## config.mk

```make
export PLATFORM = sky130hd
export DESIGN_NAME = eee_status_bank
export DESIGN_NICKNAME = d
export VERILOG_FILES = /design/src/rtl/eee_bank_pkg.sv /design/src/rtl/eee_win_decode.sv /design/src/rtl/eee_port_reg.sv /design/src/rtl/eee_status_bank.sv
export SDC_FILE = /design/constraint.sdc
export NUM_CORES = 1
export LEC_CHECK = 0
export BUFFER_PORTS_ARGS = -buffer_cell sky130_fd_sc_hd__buf_2
export CORE_AREA = 2 2 109 111
export CTS_BUF_LIST = sky130_fd_sc_hd__clkbuf_16
export DETAILED_ROUTE_END_ITERATION = 16
export DIE_AREA = 0 0 111 113
export HOLD_SLACK_MARGIN = 0.1
export PLACE_DENSITY = 0.55
export SLEW_MARGIN = 20
export SYNTH_ARGS = -nofsm -noshare
export SYNTH_HDL_FRONTEND = slang
export SYNTH_HIERARCHICAL = 1
export SYNTH_SLANG_ARGS = --single-unit
```

## constraint.sdc

```tcl
create_clock -name clk -period 5.3 [get_ports clk]
set_input_delay 0 -clock clk [delete_from_list [all_inputs] [get_ports clk]]
set_output_delay 0 -clock clk [all_outputs]
set_load 0.01 [all_outputs]
```

## src/rtl/eee_bank_pkg.sv

```systemverilog
package eee_bank_pkg;
  localparam int BYTE_W   = 8;
  localparam int PORT_FW  = 4;

  typedef logic [BYTE_W-1:0] byte_t;

  // table field lives in selector bits 7..5
  function automatic logic table_ok(byte_t sel, logic [2:0] id);
    return sel[7:5] == id;
  endfunction

  // port field lives in selector bits 3..0, valid range 1..nports
  function automatic logic port_ok(byte_t sel, int nports);
    return (sel[PORT_FW-1:0] != '0) && (int'(sel[PORT_FW-1:0]) <= nports);
  endfunction

  // low byte layout: hw_en, hw_stat, tx_seen, tx_now, rx_seen, rx_now, sw_mode, en100
  function automatic byte_t pack_lo(logic hw_en, logic hw_stat, logic tx_seen,
                                    logic tx_now, logic rx_seen, logic rx_now,
                                    logic sw_mode, logic en100);
    return {hw_en, hw_stat, tx_seen, tx_now, rx_seen, rx_now, sw_mode, en100};
  endfunction

  function automatic byte_t pack_hi(logic dis10);
    return {dis10, 7'b0};
  endfunction
endpackage

```

## src/rtl/eee_win_decode.sv

```systemverilog
module eee_win_decode
  import eee_bank_pkg::*;
#(
  parameter int    NPORTS   = 4,
  parameter byte_t WIN_ADDR = 8'hA0,
  parameter logic [2:0] TABLE_ID = 3'b001,
  parameter byte_t OFS_HI   = 8'h2C,
  parameter byte_t OFS_LO   = 8'h2D
) (
  input  logic              clk,
  input  logic              rst_n,
  input  byte_t             addr,
  input  byte_t             sel,
  input  byte_t             ofs,
  output logic [NPORTS-1:0] port_hit,
  output logic              hit_hi,
  output logic              hit_lo,
  output logic              win_ok
);
  logic sel_valid;
  logic ofs_valid;

  assign sel_valid = table_ok(sel, TABLE_ID) && port_ok(sel, NPORTS);
  assign ofs_valid = (ofs == OFS_HI) || (ofs == OFS_LO);
  assign win_ok    = (addr == WIN_ADDR) && sel_valid && ofs_valid;
  assign hit_hi    = win_ok && (ofs == OFS_HI);
  assign hit_lo    = win_ok && (ofs == OFS_LO);

  for (genvar i = 0; i < NPORTS; i++) begin : g_hit
    assign port_hit[i] = win_ok && (sel[PORT_FW-1:0] == PORT_FW'(i + 1));
  end

  // at most one port is ever addressed
  a_r9_one_port: assert property (@(posedge clk) disable iff (!rst_n)
    $onehot0(port_hit));

  // a bad selector addresses no port
  a_r9_bad_sel_no_hit: assert property (@(posedge clk) disable iff (!rst_n)
    (sel[7:5] != TABLE_ID) |-> (port_hit == '0));
endmodule

```

## src/rtl/eee_port_reg.sv

```systemverilog
module eee_port_reg
  import eee_bank_pkg::*;
(
  input  logic  clk,
  input  logic  rst_n,
  input  logic  wr_hi,
  input  logic  wr_lo,
  input  logic  rd_lo,
  input  byte_t wdata,
  input  logic  tx_now,
  input  logic  rx_now,
  input  logic  cap_match,
  output byte_t hi_byte,
  output byte_t lo_byte,
  output logic  eee100_en,
  output logic  eee10_dis
);
  logic dis10, hw_en, sw_mode, en100, hw_stat, tx_seen, rx_seen;
  logic hw_set;

  assign hw_set = hw_en && cap_match;

  always_ff @(posedge clk) begin
    if (!rst_n) begin
      dis10   <= 1'b1;
      hw_en   <= 1'b1;
      sw_mode <= 1'b0;
      en100   <= 1'b0;
      hw_stat <= 1'b0;
      tx_seen <= 1'b0;
      rx_seen <= 1'b0;
    end else begin
      if (wr_hi) dis10 <= wdata[7];
      if (wr_lo) begin
        hw_en   <= wdata[7];
        sw_mode <= wdata[1];
        en100   <= wdata[0];
      end
      if (hw_set) en100 <= 1'b1;
      hw_stat <= hw_set;
      tx_seen <= (tx_seen && !rd_lo) || tx_now;
      rx_seen <= (rx_seen && !rd_lo) || rx_now;
    end
  end

  assign hi_byte   = pack_hi(dis10);
  assign lo_byte   = pack_lo(hw_en, hw_stat, tx_seen, tx_now, rx_seen, rx_now, sw_mode, en100);
  assign eee100_en = en100;
  assign eee10_dis = dis10;

  // a high level always leaves the flag set, even across a clearing read
  a_r7_tx_event_kept: assert property (@(posedge clk) disable iff (!rst_n)
    tx_now |=> lo_byte[5]);
  a_r7_rx_event_kept: assert property (@(posedge clk) disable iff (!rst_n)
    rx_now |=> lo_byte[3]);
  // clearing read with no new event empties the flag
  a_r6_tx_cleared: assert property (@(posedge clk) disable iff (!rst_n)
    (rd_lo && !tx_now) |=> !lo_byte[5]);
  // matched capability with hardware exchange on turns on 100BASE-T EEE
  a_r8_hw_sets_en: assert property (@(posedge clk) disable iff (!rst_n)
    (lo_byte[7] && cap_match) |=> eee100_en);
  // the disable bit moves only on a high-byte write
  a_r3_dis10_hold: assert property (@(posedge clk) disable iff (!rst_n)
    !wr_hi |=> $stable(eee10_dis));
endmodule

```

## src/rtl/eee_status_bank.sv

```systemverilog
module eee_status_bank
  import eee_bank_pkg::*;
#(
  parameter int         NPORTS   = 4,
  parameter logic [7:0] SEL_ADDR = 8'h6E,
  parameter logic [7:0] OFS_ADDR = 8'h6F,
  parameter logic [7:0] WIN_ADDR = 8'hA0,
  parameter logic [2:0] TABLE_ID = 3'b001,
  parameter logic [7:0] OFS_HI   = 8'h2C,
  parameter logic [7:0] OFS_LO   = 8'h2D
) (
  input  logic              clk,
  input  logic              rst_n,
  input  logic [7:0]        bus_addr,
  input  logic              bus_wr,
  input  logic              bus_rd,
  input  logic [7:0]        bus_wdata,
  output logic [7:0]        bus_rdata,
  input  logic [NPORTS-1:0] tx_lpi_now,
  input  logic [NPORTS-1:0] rx_lpi_now,
  input  logic [NPORTS-1:0] cap_match,
  output logic [NPORTS-1:0] eee100_en,
  output logic [NPORTS-1:0] eee10_dis
);
  byte_t sel_q, ofs_q, rdata_q, win_byte;
  logic [NPORTS-1:0] port_hit;
  logic hit_hi, hit_lo, win_ok;
  logic [NPORTS-1:0] wr_hi, wr_lo, rd_lo;
  byte_t hi_b [NPORTS];
  byte_t lo_b [NPORTS];

  always_ff @(posedge clk) begin
    if (!rst_n) begin
      sel_q <= '0;
      ofs_q <= '0;
    end else if (bus_wr) begin
      if (bus_addr == SEL_ADDR) sel_q <= bus_wdata;
      if (bus_addr == OFS_ADDR) ofs_q <= bus_wdata;
    end
  end

  eee_win_decode #(
    .NPORTS(NPORTS), .WIN_ADDR(WIN_ADDR), .TABLE_ID(TABLE_ID),
    .OFS_HI(OFS_HI), .OFS_LO(OFS_LO)
  ) u_dec (
    .clk(clk), .rst_n(rst_n), .addr(bus_addr), .sel(sel_q), .ofs(ofs_q),
    .port_hit(port_hit), .hit_hi(hit_hi), .hit_lo(hit_lo), .win_ok(win_ok)
  );

  for (genvar i = 0; i < NPORTS; i++) begin : g_port
    assign wr_hi[i] = bus_wr && port_hit[i] && hit_hi;
    assign wr_lo[i] = bus_wr && port_hit[i] && hit_lo;
    assign rd_lo[i] = bus_rd && port_hit[i] && hit_lo;

    eee_port_reg u_reg (
      .clk(clk), .rst_n(rst_n),
      .wr_hi(wr_hi[i]), .wr_lo(wr_lo[i]), .rd_lo(rd_lo[i]), .wdata(bus_wdata),
      .tx_now(tx_lpi_now[i]), .rx_now(rx_lpi_now[i]), .cap_match(cap_match[i]),
      .hi_byte(hi_b[i]), .lo_byte(lo_b[i]),
      .eee100_en(eee100_en[i]), .eee10_dis(eee10_dis[i])
    );
  end

  always_comb begin
    win_byte = '0;
    for (int i = 0; i < NPORTS; i++) begin
      if (port_hit[i]) win_byte = win_byte | (hit_hi ? hi_b[i] : lo_b[i]);
    end
  end

  always_ff @(posedge clk) begin
    if (!rst_n) begin
      rdata_q <= '0;
    end else if (bus_rd) begin
      if (bus_addr == SEL_ADDR)      rdata_q <= sel_q;
      else if (bus_addr == OFS_ADDR) rdata_q <= ofs_q;
      else if (bus_addr == WIN_ADDR) rdata_q <= win_byte;
      else                           rdata_q <= '0;
    end
  end

  assign bus_rdata = rdata_q;

  // read data moves only when a read is issued
  a_r2_rdata_hold: assert property (@(posedge clk) disable iff (!rst_n)
    !bus_rd |=> $stable(bus_rdata));
  // a rejected window read returns zero
  a_r9_bad_read_zero: assert property (@(posedge clk) disable iff (!rst_n)
    (bus_rd && bus_addr == WIN_ADDR && !win_ok) |=> (bus_rdata == 8'h00));
  // high byte never shows reserved bits
  a_r3_hi_reserved_zero: assert property (@(posedge clk) disable iff (!rst_n)
    (bus_rd && hit_hi) |=> (bus_rdata[6:0] == 7'h00));
endmodule

```

Word-level counts from Yosys, hierarchy flattened
Index checks and enable logic that the tools add are counted.
- bits of input ports: 32
- ROM bits: 0
- word-level logic and storage cells: 126
- latch bits: 0
- RAM bits: 0
- register bits: 52
- memories kept: 0
- output and inout bits: 16
- reductions and logical operators: 62
- order comparisons: 1
- div/mod/pow operators: 0
- multiply operators: 0
- equality and inequality tests: 10
- bitwise logic cells: 3
- add/subtract/negate cells: 0
- shift operators: 0
- multiplexer cells: 19
- operators with widths (cell ; count):
    $mux W8 ; 11
    $logic_and A1 B1 Y1 ; 42
    $or A8 B8 Y8 ; 3
    $eq A8 B6 Y1 const B ; 2
    $eq A8 B7 Y1 const B ; 2
    $logic_or A1 B1 Y1 ; 9
    $eq A4 B2 Y1 const B ; 2
    $eq A8 B8 Y1 const B ; 1
    $mux W1 ; 8
    $reduce_bool A2 Y1 ; 4
    $eq A4 B1 Y1 const B ; 1
    $eq A4 B3 Y1 const B ; 1
    $le A4 B3 Y1 const B ; 1
    $logic_not A1 Y1 ; 4
    $reduce_and A2 Y1 ; 2
    $reduce_bool A4 Y1 ; 1
    $eq A3 B1 Y1 const B ; 1

Logic depth before layout (Yosys ltp)
Gate-level depths: netlist of the first run.
- depth after elaboration: 17
- depth in mapped cells: 9
- mapped depth without buffers: 7

Modules after synthesis
The synthesis of the first run kept the hierarchy.
- by module, submodules not included (module ; area each (um^2) ; sequential area each (um^2) ; times used ; cells each):
    eee_status_bank ; 1796.7 ; 480.5 ; 1 ; 190
    eee_port_reg ; 362.8 ; 140.1 ; 4 ; 38
    eee_win_decode ; 200.2 ; 0.0 ; 1 ; 26

Worst setup path after synthesis of the first run
Ideal clock, no wire load.
- path kind: reg2reg
- start: reg sel_q[3]
- end: reg rdata_q[1], in the netlist bus_rdata[1]
- buffers on the path: 2
- clock period less this slack: 2381 ps
- setup slack: 2919 ps
- data required time: 5178 ps
- data arrival time: 2259 ps
- cell stages (with the launch flop): 10
- setup time: 122 ps
- path through: dfxtp_1 and4bb_2 nand4_4 nor4b_1 buf_2 buf_2 mux2_2 a22o_1 o21ai_0 a21oi_1
- cells in the longest elaborated chain, start to end: 17
- elaborated cells on any way between the ends: 29
- those cells by class: 1 x order compare; 4 x eq/ne; 11 x mux; 3 x bitwise; 10 x reduce/logical
- ends and longest elaborated chain (item ; line ; source):
    start: declaration ; eee_status_bank.sv:25 ; byte_t sel_q, ofs_q, rdata_q, win_byte;
    start signal: assignment ; eee_status_bank.sv:37 ; if (bus_addr == SEL_ADDR) sel_q <= bus_wdata;
    $le A4 B3 Y1 or $reduce_bool A4 Y1 (tied branches) ; eee_bank_pkg.sv:14 ; return (sel[PORT_FW-1:0] != '0) && (int'(sel[PORT_FW-1:0]) <= nports);
    $logic_and A1 B1 Y1 * ; eee_bank_pkg.sv:14 ;
    $logic_and A1 B1 Y1 * ; eee_win_decode.sv:23 ; assign sel_valid = table_ok(sel, TABLE_ID) && port_ok(sel, NPORTS);
    $logic_and A1 B1 Y1 * (2 in series) ; eee_win_decode.sv:25 ; assign win_ok = (addr == WIN_ADDR) && sel_valid && ofs_valid;
    $logic_and A1 B1 Y1 * ; eee_win_decode.sv:26 ; assign hit_hi = win_ok && (ofs == OFS_HI);
    named net hit_hi ; eee_status_bank.sv:27 ; logic hit_hi, hit_lo, win_ok;
    $mux W8 (2 in series) ; eee_status_bank.sv:67 ; if (port_hit[i]) win_byte = win_byte | (hit_hi ? hi_b[i] : lo_b[i]);
    $or A8 B8 Y8 ; eee_status_bank.sv:67 ;
    $mux W8 ; eee_status_bank.sv:67 ;
    $or A8 B8 Y8 ; eee_status_bank.sv:67 ;
    $mux W8 ; eee_status_bank.sv:67 ;
    $or A8 B8 Y8 ; eee_status_bank.sv:67 ;
    $mux W8 * ; eee_status_bank.sv:67 ;
    $mux W8 * ; eee_status_bank.sv:77 ; else if (bus_addr == WIN_ADDR) rdata_q <= win_byte;
    $mux W8 * ; eee_status_bank.sv:76 ; else if (bus_addr == OFS_ADDR) rdata_q <= ofs_q;
    $mux W8 * ; eee_status_bank.sv:75 ; if (bus_addr == SEL_ADDR) rdata_q <= sel_q;
    end signal: assignment ; eee_status_bank.sv:75 ;
    end signal: assignment ; eee_status_bank.sv:76 ;
    end signal: assignment ; eee_status_bank.sv:77 ;
    end: declaration ; eee_status_bank.sv:25 ;
Mark *: on every way through the listed nets, which the timed path passes. The rest lies on a longest branch.
A chain may end at the register's enable or synchronous reset.

Worst setup path after layout of the first run
- start: reg sel_q[3]
- end: reg rdata_q[2], in the netlist bus_rdata[2]
The elaborated chain is that of the path after synthesis.

==> results of run 1 <==
tightest hold or removal path, cell delays in order:
cell	delay [ns]
sky130_fd_sc_hd__buf_2	0.20
sky130_fd_sc_hd__mux2i_1	0.10
sky130_fd_sc_hd__nand2_1	0.05
worst max-delay path by stage:
| stage | endpoint | slack [ns] | depth (start not counted) |
|---|---|---|---|
| after detailed placement | bus_rdata[7] | 2.59 | 8 |
| after global placement | bus_rdata[7] | 2.63 | 8 |
| after floorplan | bus_rdata[1] | 2.93 | 9 |
| after CTS | bus_rdata[7] | 2.58 | 8 |
| after global routing | bus_rdata[2] | 2.41 | 8 |
| final | bus_rdata[2] | 2.53 | 8 |
power groups by stage:
| stage | Clock (mW) | Sequential [mW] | Combinational (mW) |
|---|---|---|---|
| after global routing | 0.364 | 0.404 | 0.0892 |
| after global placement | 0 | 0.413 | 0.0692 |
| after detailed placement | 0 | 0.413 | 0.0698 |
| after floorplan | 0 | 0.412 | 0.0665 |
| after CTS | 0.347 | 0.404 | 0.0806 |
| final | 0.336 | 0.404 | 0.0803 |
metal layers:
| layer | vias to the layer above | share of wire | global-route usage |
|---|---|---|---|
| li1 | 1267 | - | - |
| met1 | 1175 | 0.49 | 0.170 |
| met2 | 29 | 0.48 | 0.222 |
| met3 | 6 | 0.022 | 0.0236 |
| met4 | 0 | 0.012 | 0.0325 |
| met5 | - | 0 | 0 |
area by class of cell:
cell class | instances | share of cell area
Inverter | 1 | 0.000993
Tap cell | 143 | 0.0474
Sequential cell | 52 | 0.275
Clock buffer | 5 | 0.0331
Timing Repair Buffer | 70 | 0.120
Clock inverter | 3 | 0.00728
Multi-Input combinational cell | 259 | 0.516
state kept, by name, indices dropped and copies added, names as in the netlist:
register	flops
bus_rdata	8
g_port.u_reg/eee100_en	4
g_port.u_reg/eee10_dis	4
g_port.u_reg/hw_en	4
g_port.u_reg/hw_stat	4
g_port.u_reg/rx_seen	4
g_port.u_reg/sw_mode	4
g_port.u_reg/tx_seen	4
ofs_q	8
sel_q	8
==> reports/metrics.json, run 1 <==
{
  "cts": {
    "postCtsResizedCells": 0,
    "cts-buffers-inserted": 5,
    "cts_clock_pin_slew_for_the_worst_setup_and_hold_paths_ns": 0.08,
    "root_buffer": "sky130_fd_sc_hd__clkbuf_16",
    "tritoncts_num_sinks": 52,
    "tritoncts_clock_tree": "built",
    "hold_buffers": 18,
    "worst_skew_pair.late_latency_ns": 0.30,
    "htreeDepth": 2,
    "cts_setup_buffers": 0,
    "cts-root-to-sink-buffers": 2
  },
  "yosys": {
    "synth-warning-count": 6,
    "mappedNetlistArea_um2": 3440,
    "synth_cells": 367,
    "syn_avg_cell_area_um2": 9.38
  },
  "sta": {
    "finalClockSkew_ns": 0.0145,
    "fin_setup_tns_ns": 0,
    "unrepaired_setup_endpoints_after_global_routing": "false",
    "worst_slack_ns": 2.53,
    "max_clock_freq_ghz": 0.361,
    "total_setup_violations_reported_at_the_end_of_the_flow": 0,
    "hold_violations": 0,
    "worst_slew_pin_slew_ns": 1.05,
    "final.hold.worst_slack_ns": 0.0930,
    "timing.final.max_slew_violations": 0,
    "finalCriticalPeriod_ns": 2.77,
    "timing.final.crit_share": 0.522,
    "timing.max_slew.rel_slack": 0.296
  },
  "finish": {
    "drive_above_1_share": 0.279,
    "insertedDiodeCount": 0,
    "final_common_cell": "sky130_fd_sc_hd__dfxtp_1",
    "design.final.nets": 421,
    "final.fill_count": 1160,
    "layout_common_cells": "sky130_fd_sc_hd__dfxtp_1 (52), sky130_fd_sc_hd__buf_2 (47), sky130_fd_sc_hd__nor2b_1 (36)",
    "finish.utilization": 0.335,
    "layout.cell_area.non_filler_um2": 3780,
    "finalNonFillerCells": 533,
    "multi_input_area_um2": 1950,
    "area.sequential_um2": 1040,
    "syn2layout_area_growth_pct": 9.78
  },
  "detailed_routing": {
    "initialDrtViolationCount": 116,
    "final_routed_drc_violation_total": 0,
    "dr.pass1.iters": 4,
    "ant_nets": 0,
    "postRouteWirelength_mm": 7.98,
    "num_vias": 2477,
    "viasPerCell": 4.65,
    "wire_per_inst_um": 15.0
  },
  "job": {
    "max_cap_violations": 0
  },
  "power": {
    "irDropWorstVdd_uv": 133,
    "cell_internal_pwr_mw": 0.620,
    "share_seq_of_total_power": 0.492,
    "pwr-share-clk": 0.410,
    "combinationalPowerShare": 0.098,
    "leakagePower_nw": 1.44,
    "total_power_of_the_final_layout_mw": 0.820,
    "total_switching_power_mw": 0.200,
    "power_density_nw_per_um2": 217,
    "switching_share": 0.244
  },
  "global_route": {
    "maximum_number_of_pins_on_one_net_before_global_route_repair": 53,
    "global_route.usage.total": 0.130,
    "grt_pass1_wl_mm": 13.2,
    "initial_antenna_violation_count": 0,
    "first_global_vias": 2556,
    "gr-total-overflow": 0
  },
  "hold_path": {
    "holdCritStartpoint": "bus_wdata[7]",
    "whs_path_depth": 3,
    "hp-class": "input pin to flop",
    "min_to": "g_port[2].u_reg/eee10_dis"
  },
  "die": {
    "pin_count": 48,
    "dieHeight_um": 113,
    "fp.dieArea_um2": 12500,
    "placeableCoreArea_um2": 11300,
    "die-width_um": 111,
    "start_util": 0.305,
    "std_cell_rows": 39
  },
  "placement": {
    "finalWeightedCongestion": 0.816,
    "dp.cells": 507,
    "pre_cts_setup_slack_ns": 2.59,
    "place.port_buffers": 47,
    "half_perimeter_wire_length_after_detailed_placement_mm": 5.72,
    "detailed_place.area_um2": 3450
  },
  "worst_setup_path": {
    "crit_path_start": "sel_q[3]",
    "cp.arrival_ns": 2.94,
    "critical_path_cell_list": "and4bb_2 -> nand4_4 -> nor4b_2 -> buf_4 -> mux2_2 -> a22o_1 -> o21ai_0 -> a21oi_1",
    "setup.worst_path.class": "flop to flop",
    "r2r-start": "sel_q[3]",
    "timing.critical_path.slowest_stage_cell": "sky130_fd_sc_hd__buf_4",
    "crit_path_start_kind": "flop",
    "end_kind": "flop",
    "worst_reg_to_reg_path_cell_count": 8,
    "critical_path.max_fanout": 36,
    "timing.critical_path.buf_inv": 1,
    "cp_top_family": "simple AND/OR/NAND/NOR gates",
    "critPathRequiredTime_ns": 5.47,
    "r2r_path_end": "bus_rdata[2]",
    "r2r_slack_ns": 2.53,
    "max_stage_delay_ns": 0.42
  },
  "run_status": {
    "outcome": "finished clean"
  }
}
Note: power is estimated with default switching activity, not from simulation.
==> run 2, diff against run 1 <==
clock period = 2.7 ns   (was 5.3 ns; I/O delays follow)
==> run 2 against run 1 <==
Design area grew 1.3%. Critical path type unchanged. Via count increased by 1.8%. Sequential power grew 96%. Sequential share of layout area decreased by 0.36 points. Sequential cell count did not move. Fmax increased by 4.4%. Non-clock buffer count grew 3. Power rose by 100%.
==> reports/metrics.json, run 2 (same netlist as run 1, synthesis figures left out) <==
{
  "power": {
    "leakagePower": {"value": 1.47, "unit": "nW", "change": "was 1.44 nW"},
    "irDropWorstVdd": {"value": 347, "unit": "uV", "change": "was 133 uV"},
    "power_density": {"value": 438, "unit": "nW/um2", "change": "was 217 nW/um2"}
  },
  "global_route": {
    "grtUsageMet3": {"value": 0.0236, "change": "unchanged"},
    "use_met2": {"value": 0.224, "change": "was 0.222"},
    "grt_pass1_wl": {"value": 13.2, "unit": "mm", "change": "about the same"},
    "gr-total-overflow": {"value": 0, "change": "unchanged"},
    "met1_usage": {"value": 0.166, "change": "was 0.170"},
    "maximum_number_of_pins_on_one_net_before_global_route_repair": {"value": 53, "change": "unchanged"},
    "global_route.usage.total": {"value": 0.128, "change": "was 0.130"},
    "first_global_vias": {"value": 2601, "change": "was 2556"},
    "globalRoute.busiestLayer": {"value": "met2", "change": "unchanged"},
    "initial_antenna_violation_count": {"value": 0, "change": "unchanged"}
  },
  "job": {
    "max_cap_violations": {"value": 0, "change": "unchanged"}
  },
  "detailed_routing": {
    "viasPerCell": {"value": 4.70, "change": "was 4.65"},
    "ant_nets": {"value": 0, "change": "unchanged"},
    "num_vias": {"value": 2521, "change": "was 2477"},
    "postRouteWirelength": {"value": 8.02, "unit": "mm", "change": "was 7.98 mm"},
    "wire_per_inst": {"value": 15.0, "unit": "um", "change": "about the same"},
    "initialDrtViolationCount": {"value": 93, "change": "was 116"},
    "dr.pass1.iters": {"value": 6, "change": "was 4"},
    "final_routed_drc_violation_total": {"value": 0, "change": "unchanged"}
  },
  "worst_setup_path": {
    "r2r_path_end": {"value": "bus_rdata[7]", "change": "was bus_rdata[2]"},
    "critPathRequiredTime": {"value": 2.87, "unit": "ns", "change": "was 5.47 ns"},
    "end_kind": {"value": "flop", "change": "unchanged"},
    "timing.critical_path.slowest_stage_cell": {"value": "sky130_fd_sc_hd__nor4b_2", "change": "was sky130_fd_sc_hd__buf_4"},
    "cp.arrival": {"value": 2.82, "unit": "ns", "change": "was 2.94 ns"},
    "crit_path_start_kind": {"value": "flop", "change": "unchanged"},
    "r2r_slack": {"value": 0.05, "unit": "ns", "change": "was 2.53 ns"},
    "worst_reg_to_reg_path_cell_count": {"value": 8, "change": "unchanged"},
    "max_stage_delay": {"value": 0.38, "unit": "ns", "change": "was 0.42 ns"},
    "critical_path_cell_list": {"value": "and4bb_2 -> nand4_4 -> nor4b_2 -> buf_12 -> mux2_2 -> a22o_1 -> o21ai_0 -> a21oi_1", "change": "was and4bb_2 -> nand4_4 -> nor4b_2 -> buf_4 -> mux2_2 -> a22o_1 -> o21ai_0 -> a21oi_1"},
    "critical_path.max_fanout": {"value": 36, "change": "unchanged"},
    "setup.worst_path.class": {"value": "flop to flop", "change": "unchanged"},
    "r2r-start": {"value": "sel_q[3]", "change": "unchanged"}
  },
  "sta": {
    "fin_setup_tns": {"value": 0, "unit": "ns", "change": "unchanged"},
    "unrepaired_setup_endpoints_after_global_routing": {"value": "false", "change": "unchanged"},
    "finalClockSkew": {"value": 0.00520, "unit": "ns", "change": "was 0.0145 ns"},
    "timing.final.max_slew_violations": {"value": 0, "change": "unchanged"},
    "hold_violations": {"value": 0, "change": "unchanged"},
    "timing.final.crit_share": {"value": 0.981, "change": "was 0.522"},
    "worst_slew_pin_slew": {"value": 0.868, "unit": "ns", "change": "was 1.05 ns"},
    "finalCriticalPeriod": {"value": 2.65, "unit": "ns", "change": "was 2.77 ns"},
    "max_clock_freq": {"value": 0.377, "unit": "GHz", "change": "was 0.361 GHz"},
    "total_setup_violations_reported_at_the_end_of_the_flow": {"value": 0, "change": "unchanged"},
    "final.hold.worst_slack": {"value": 0.111, "unit": "ns", "change": "was 0.0930 ns"},
    "timing.max_slew.rel_slack": {"value": 0.421, "change": "was 0.296"}
  },
  "cts": {
    "cts-buffers-inserted": {"value": 5, "change": "unchanged"},
    "cts-root-to-sink-buffers": {"value": 2, "change": "unchanged"},
    "root_buffer": {"value": "sky130_fd_sc_hd__clkbuf_16", "change": "unchanged"},
    "worst_skew_pair.late_latency": {"value": 0.28, "unit": "ns", "change": "was 0.30 ns"},
    "hold_buffers": {"value": 18, "change": "unchanged"},
    "tritoncts_clock_tree": {"value": "built", "change": "unchanged"},
    "tritoncts_num_sinks": {"value": 52, "change": "unchanged"},
    "postCtsResizedCells": {"value": 0, "change": "unchanged"},
    "cts_clock_pin_slew_for_the_worst_setup_and_hold_paths": {"value": 0.07, "unit": "ns", "change": "was 0.08 ns"},
    "cts_setup_buffers": {"value": 0, "change": "unchanged"},
    "htreeDepth": {"value": 2, "change": "unchanged"}
  },
  "run_status": {
    "outcome": {"value": "finished clean", "change": "unchanged"}
  },
  "finish": {
    "syn2layout_area_growth": {"value": 11.2, "unit": "%", "change": "was 9.78%"},
    "final_common_cell": {"value": "sky130_fd_sc_hd__dfxtp_1", "change": "unchanged"},
    "insertedDiodeCount": {"value": 0, "change": "unchanged"},
    "finish.utilization": {"value": 0.340, "change": "was 0.335"},
    "layout_common_cells": {"value": "sky130_fd_sc_hd__dfxtp_1 (52), sky130_fd_sc_hd__buf_2 (47), sky130_fd_sc_hd__nor2b_1 (36)", "change": "unchanged"},
    "final.fill_count": {"value": 1193, "change": "was 1160"},
    "drive_above_1_share": {"value": 0.282, "change": "was 0.279"},
    "design.final.nets": {"value": 424, "change": "was 421"}
  },
  "placement": {
    "place.port_buffers": {"value": 47, "change": "unchanged"},
    "half_perimeter_wire_length_after_detailed_placement": {"value": 5.81, "unit": "mm", "change": "was 5.72 mm"},
    "finalWeightedCongestion": {"value": 0.827, "change": "was 0.816"}
  },
  "hold_path": {
    "whs_path_depth": {"value": 3, "change": "unchanged"},
    "holdCritStartpoint": {"value": "bus_wdata[7]", "change": "unchanged"},
    "min_to": {"value": "g_port[3].u_reg/hw_en", "change": "was g_port[2].u_reg/eee10_dis"},
    "hp-class": {"value": "input pin to flop", "change": "unchanged"}
  },
  "die": {
    "start_util": {"value": 0.305, "change": "unchanged"},
    "placeableCoreArea": {"value": 11300, "unit": "um2", "change": "unchanged"},
    "dieHeight": {"value": 113, "unit": "um", "change": "unchanged"},
    "pin_count": {"value": 48, "change": "unchanged"},
    "fp.dieArea": {"value": 12500, "unit": "um2", "change": "unchanged"},
    "die-width": {"value": 111, "unit": "um", "change": "unchanged"},
    "std_cell_rows": {"value": 39, "change": "unchanged"}
  }
}
run 2: changes by cell type in the layout (fill, tap and decap cells not counted), sizes merged:
cell and delta:
clkinv -1, bufinv +1, clkinvlp -1, buf +3, inv +1
run 2: final cells by class:
class | count | area [um2] | share of cell area
clock inverter | 3 | 42.5 | 0.0111
clock buffer | 5 | 125 | 0.0327
tap | 143 | 179 | 0.0467
inverter | 1 | 3.75 | 0.000980
multi-input combinational | 259 | 1950 | 0.509
timing repair buffer | 73 | 488 | 0.127
sequential | 52 | 1040 | 0.272
run 2: power by group:
group          internal [mW]  switching (mW)  total [mW]
Combinational         0.0818          0.0754       0.157
Sequential             0.783         0.00876       0.792
Clock                  0.438           0.289       0.727
run 2: how the worst max path moves through the flow:
stage / from / end / slack (ns)
2_1_floorplan: sel_q[3] / bus_rdata[2] / 0.33
3_3_place_gp: sel_q[3] / bus_rdata[7] / 0.09
3_5_place_dp: sel_q[3] / bus_rdata[7] / 0.05
4_1_cts: sel_q[3] / bus_rdata[7] / 0.05
5_1_grt: sel_q[3] / bus_rdata[2] / 0.002
6_report: sel_q[3] / bus_rdata[7] / 0.05
run 2: through the flow:
step,total power [mW],instance area (um2),worst slack [ns],instances
after CTS,1.70,3830,0.0476,536
after global routing,1.76,3830,0.00204,536
after global placement,0.946,3480,0.0922,510
after detailed placement,0.947,3480,0.0460,510
final,1.68,3830,0.0507,536
after floorplan,0.940,3530,0.328,391
run 2: per-layer routing:
metal / part of all wire / vias up
met5: 0 / -
met4: 0.013 / 0
met3: 0.034 / 6
met2: 0.49 / 39
met1: 0.46 / 1206
li1: - / 1270
run 2: worst max-delay path: cells and delay by family, from the launching register on:
| kind | cells | cell delay (ns) |
|---|---|---|
| AOI/OAI and AO/OA | 3 | 0.66 |
| buffers and inverters | 1 | 0.26 |
| DFF | 1 | 0.35 |
| muxes | 1 | 0.37 |
| and+or+nand+nor | 3 | 0.86 |
